File: config.mk
export PLATFORM = sky130hd
export DESIGN_NAME = adec_master_decoder
export DESIGN_NICKNAME = d
export VERILOG_FILES = /design/src/rtl/adec_pkg.sv /design/src/rtl/adec_region_cmp.sv /design/src/rtl/adec_boot_alias.sv /design/src/rtl/adec_perm_mask.sv /design/src/rtl/adec_master_decoder.sv
export SDC_FILE = /design/constraint.sdc
export NUM_CORES = 1
export LEC_CHECK = 0
export BUFFER_PORTS_ARGS = -buffer_cell sky130_fd_sc_hd__buf_4
export CORE_AREA = 2 2 39 41
export DETAILED_ROUTE_END_ITERATION = 12
export DIE_AREA = 0 0 41 43
export PLACE_DENSITY = 0.53
export SYNTH_ARGS = -nofsm -noshare
export SYNTH_HDL_FRONTEND = slang
export SYNTH_SLANG_ARGS = --single-unit
File: constraint.sdc
create_clock -name vclk -period 2.8
set_clock_uncertainty 0.15 [all_clocks]
set_input_delay 0.14 -clock vclk [all_inputs]
set_output_delay 0.14 -clock vclk [all_outputs]
set_load 0.01 [all_outputs]
File: src/rtl/adec_pkg.sv
package adec_pkg;

  localparam int NUM_SLV = 5;

  localparam int SLV_SRAM  = 0;
  localparam int SLV_ROM   = 1;
  localparam int SLV_FLASH = 2;
  localparam int SLV_EXT   = 3;
  localparam int SLV_PERIPH = 4;

  typedef logic [NUM_SLV-1:0] slv_vec_t;

  // wiring row for a master: bit i set when slave i is reachable
  function automatic slv_vec_t perm_row(input int master);
    slv_vec_t row;
    case (master)
      0:       row = 5'b00110;
      1:       row = 5'b11001;
      2:       row = 5'b11011;
      3:       row = 5'b01111;
      default: row = '0;
    endcase
    return row;
  endfunction

endpackage

File: src/rtl/adec_region_cmp.sv
module adec_region_cmp #(
  parameter int              ADDR_W = 32,
  parameter longint unsigned BASE   = 0,
  parameter longint unsigned SIZE   = 1
) (
  input  logic [ADDR_W-1:0] addr_i,
  output logic              hit_o
);
  logic [63:0] addr_ext;
  logic [63:0] offset;

  always_comb begin
    addr_ext = 64'(addr_i);
    // an address below BASE wraps to a huge offset and misses
    offset   = addr_ext - 64'(BASE);
    hit_o    = (offset < 64'(SIZE));
  end
endmodule

File: src/rtl/adec_boot_alias.sv
module adec_boot_alias
  import adec_pkg::*;
(
  input  slv_vec_t native_hit_i,
  input  logic     boot_hit_i,
  input  logic     remap_i,
  output slv_vec_t target_o
);
  always_comb begin
    target_o = native_hit_i;
    if (boot_hit_i) begin
      if (remap_i) target_o[SLV_FLASH] = 1'b1;
      else         target_o[SLV_ROM]   = 1'b1;
    end
  end
endmodule

File: src/rtl/adec_perm_mask.sv
module adec_perm_mask
  import adec_pkg::*;
#(
  parameter int MASTER = 0
) (
  input  slv_vec_t target_i,
  input  logic     valid_i,
  output slv_vec_t sel_o,
  output logic     err_o
);
  localparam slv_vec_t ROW = perm_row(MASTER);

  slv_vec_t allowed;

  always_comb begin
    allowed = target_i & ROW;
    sel_o   = valid_i ? allowed : '0;
    err_o   = valid_i && (allowed == '0);
  end
endmodule

File: src/rtl/adec_master_decoder.sv
module adec_master_decoder
  import adec_pkg::*;
#(
  parameter int              MASTER      = 0,
  parameter int              ADDR_W      = 32,
  parameter longint unsigned BOOT_BASE   = 64'h0000_0000,
  parameter longint unsigned BOOT_SIZE   = 64'h0040_0000,
  parameter longint unsigned SRAM_BASE   = 64'h2000_0000,
  parameter longint unsigned SRAM_SIZE   = 64'h1000_0000,
  parameter longint unsigned ROM_BASE    = 64'h0080_0000,
  parameter longint unsigned ROM_SIZE    = 64'h0040_0000,
  parameter longint unsigned FLASH_BASE  = 64'h0040_0000,
  parameter longint unsigned FLASH_SIZE  = 64'h0040_0000,
  parameter longint unsigned EXT_BASE    = 64'h6000_0000,
  parameter longint unsigned EXT_SIZE    = 64'h2000_0000,
  parameter longint unsigned PERIPH_BASE = 64'h4000_0000,
  parameter longint unsigned PERIPH_SIZE = 64'h2000_0000
) (
  input  logic [ADDR_W-1:0]  addr_i,
  input  logic               valid_i,
  input  logic               remap_i,
  output logic [NUM_SLV-1:0] sel_o,
  output logic               dec_err_o
);
  localparam longint unsigned BASES [NUM_SLV] =
    '{SRAM_BASE, ROM_BASE, FLASH_BASE, EXT_BASE, PERIPH_BASE};
  localparam longint unsigned SIZES [NUM_SLV] =
    '{SRAM_SIZE, ROM_SIZE, FLASH_SIZE, EXT_SIZE, PERIPH_SIZE};

  slv_vec_t native_hit;
  slv_vec_t target;
  logic     boot_hit;

  for (genvar g = 0; g < NUM_SLV; g++) begin : g_win
    adec_region_cmp #(
      .ADDR_W(ADDR_W),
      .BASE  (BASES[g]),
      .SIZE  (SIZES[g])
    ) u_cmp (
      .addr_i(addr_i),
      .hit_o (native_hit[g])
    );
  end

  adec_region_cmp #(
    .ADDR_W(ADDR_W),
    .BASE  (BOOT_BASE),
    .SIZE  (BOOT_SIZE)
  ) u_boot_cmp (
    .addr_i(addr_i),
    .hit_o (boot_hit)
  );

  adec_boot_alias u_alias (
    .native_hit_i(native_hit),
    .boot_hit_i  (boot_hit),
    .remap_i     (remap_i),
    .target_o    (target)
  );

  adec_perm_mask #(
    .MASTER(MASTER)
  ) u_mask (
    .target_i(target),
    .valid_i (valid_i),
    .sel_o   (sel_o),
    .err_o   (dec_err_o)
  );
endmodule

==> results.py <==
metrics = {
    "routing": {
        "via_total_after_detailed_routing": 185,
        "vias_per_cell": 3.63,
        "drt_first_iter_violations": 0,
        "wl_per_cell_um": 6.88,
        "drt_drc_violations_left": 0,
        "ant_nets": 0,
        "first_pass_iters": 1,
        "finalWirelength_um": 351,
    },
    "worst_setup_path": {
        "critical-path-top-delay-family": "simple AND/OR/NAND/NOR gates",
        "worstPathMaxFanout": 3,
        "worst_path_cell_chain": "buf_4 -> inv_1 -> ha_1 -> or4bb_1 -> o32ai_2 -> and3_1 -> buf_4",
        "start_kind": "input pin",
        "end_kind": "output port",
        "cp_data_arrival_time_ps": 1430,
        "setup.worst_path.class": "in -> out",
        "critical_path_buf_inv_count": 3,
        "crit_required_ps": 2510,
        "cell_occurring_most_often_along_the_worst_timing_path": "buf_4",
        "worst_path_max_delay_cell": "or4bb_1",
        "timing.critical_path.slowest_cell_delay_ps": 480,
    },
    "run_status": {
        "outcome": "finished clean",
    },
    "floorplanning": {
        "die-area_sq_mm": 0.00176,
        "chip_width_um": 41,
        "design.core.area_sq_mm": 0.00138,
        "placement_rows": 14,
        "io_pins": 40,
        "initial_utilization": 0.119,
        "die_h_um": 43,
    },
    "global_route": {
        "grt_usage": 0.0390,
        "grt.overflow.total": 0,
        "grt_use_met3": 0,
        "global_route.usage.met2": 0.0969,
        "globalRouteMet1Util": 0.0253,
        "grt_start_max_net_pins": 4,
        "grt_pass1_vias": 170,
        "grt_first_pass_wirelength_um": 517,
        "grt_antenna_before_repair": 0,
        "grt-busiest-layer": "met2",
    },
    "synth": {
        "syn_area_per_cell_sq_um": 7.86,
        "ys_warn_count": 0,
        "synth.yosys.seq_area_share": 0,
        "post_synth_instance_area_sq_um": 165,
        "synth_cells": 21,
        "synth_cell_types": 16,
    },
    "layout": {
        "drive_gt1_frac": 0.543,
        "filler_cell_count": 163,
        "utilization": 0.204,
        "numSequentialCells": 0,
        "finalNetCount": 72,
        "area_growth_syn_to_layout_pct": 71.2,
        "final_cells": 51,
        "multi_input_comb_area_sq_um": 135,
        "register_area_sq_um": 0,
        "n_antenna_cell": 0,
        "final_design_area_no_fill_sq_um": 283,
        "clock_buffers": 0,
    },
    "power_and_ir_drop": {
        "static-leakage-power_nw": 0.143,
        "max-vdd-ir-drop_v": 0.0000141,
        "power_per_cell_area_mw_per_mm2": 96.6,
    },
    "clock_tree": {
        "cts_resizes": 0,
        "cts.hold.buffers_added": 0,
        "post-cts-setup-buffers": 0,
    },
    "timing": {
        "final_max_slew_viol_count": 0,
        "fmaxAchievable_mhz": 583,
        "finalWorstPathRequiredPeriod_ps": 1720,
        "unrepaired_setup_endpoints_after_global_routing": "no",
        "hold_viol_final": 0,
        "setup-tns-final_ps": 0,
        "post_route_fraction_of_the_period_consumed_by_the_critical_path": 0.613,
        "fin_hold_ws_ps": 434,
        "setup_violations": 0,
    },
    "placement": {
        "post-dp-hpwl_um": 350,
        "gpl.final_weighted_congestion": 0.590,
        "port_buffers": 15,
        "post_dp_cell_area_sq_um": 283,
        "post-place-cells": 51,
    },
    "hold_path": {
        "hold_path.startpoint": "valid_i",
        "hold-path-endpoint": "sel_o[2]",
        "holdPathStages": 3,
        "hold_path.class": "in -> out",
    },
    "flow_run": {
        "max-cap-violations": 0,
    },
}
==> cell type report <==
class,instances,share of cell area
inverters,4,0.0531
multi-input cells,16,0.478
well taps,16,0.0708
repair buffers,15,0.398
==> how the worst max path moves through the flow <==
stage               depth (start not counted)  slack [ps]        from  endpoint
floorplan                                   5        1280  addr_i[23]  sel_o[1]
global placement                            7        1060  addr_i[23]  sel_o[1]
detailed placement                          7        1060  addr_i[23]  sel_o[1]
CTS                                         7        1060  addr_i[23]  sel_o[1]
global route                                7        1020  addr_i[23]  sel_o[1]
finish                                      7        1080  addr_i[23]  sel_o[1]
==> Yosys cell counts <==
library cell,n,share of area
a211oi_1,1,0.045
nor2_1,1,0.023
and3_1,1,0.038
or3_4,1,0.068
xor2_1,1,0.053
nand3b_1,1,0.045
o32ai_2,1,0.099
inv_1,4,0.091
ha_1,1,0.076
or4bb_1,1,0.068
buf_4,3,0.14
a211oi_2,1,0.076
or3b_1,1,0.053
or4_4,1,0.068
and2_1,1,0.038
conb_1,1,0.023
==> cells in the final DEF, fill, tap and decap left out <==
cell type	count
ha_1	1
or3b_1	1
or4bb_1	1
or4_4	1
nand3b_1	1
and3_1	1
nor2_1	1
and2_1	1
or3_4	1
o32ai_2	1
buf_4	15
inv_1	4
a211oi_2	1
conb_1	3
xor2_1	1
a211oi_1	1
==> layer usage <==
| metal | routed length, um | part of all wire | vias up |
|---|---|---|---|
| met4 | 0 | 0 | 0 |
| met1 | 102 | 0.29 | 83 |
| met5 | 0 | 0 | - |
| met3 | 30 | 0.085 | 0 |
| met2 | 218 | 0.62 | 5 |
| li1 | - | - | 97 |
==> tightest hold or removal path, delay by kind of cell <==
kind                   cells  cell delay [ps]
and+or+nand+nor            1              110
buffers and inverters      2              200
==> power by group <==
part | switching, mW | internal (mW) | total, mW
Sequential | 0 | 0 | 0
Clock | 0 | 0 | 0
Combinational | 0.0105 | 0.0168 | 0.0273
Total | 0.0105 | 0.0168 | 0.0273
==> stage by stage <==
step                total power, mW  worst slack (ps)
finish                       0.0273              1080
global placement             0.0276              1060
detailed placement           0.0279              1060
floorplan                    0.0143              1280
CTS                          0.0279              1060
global route                 0.0306              1020
==> logic make-up after synthesis <==
family                     Yosys count  synth area share
AOI/OAI and AO/OA                    3             0.220
xor gates and xnor gates             1            0.0530
adders and majority gates            1            0.0757
buffers and inverters                7             0.227
other                                1            0.0227
and+or+nand+nor                      8             0.402
Power figures use the tool's default switching activity.
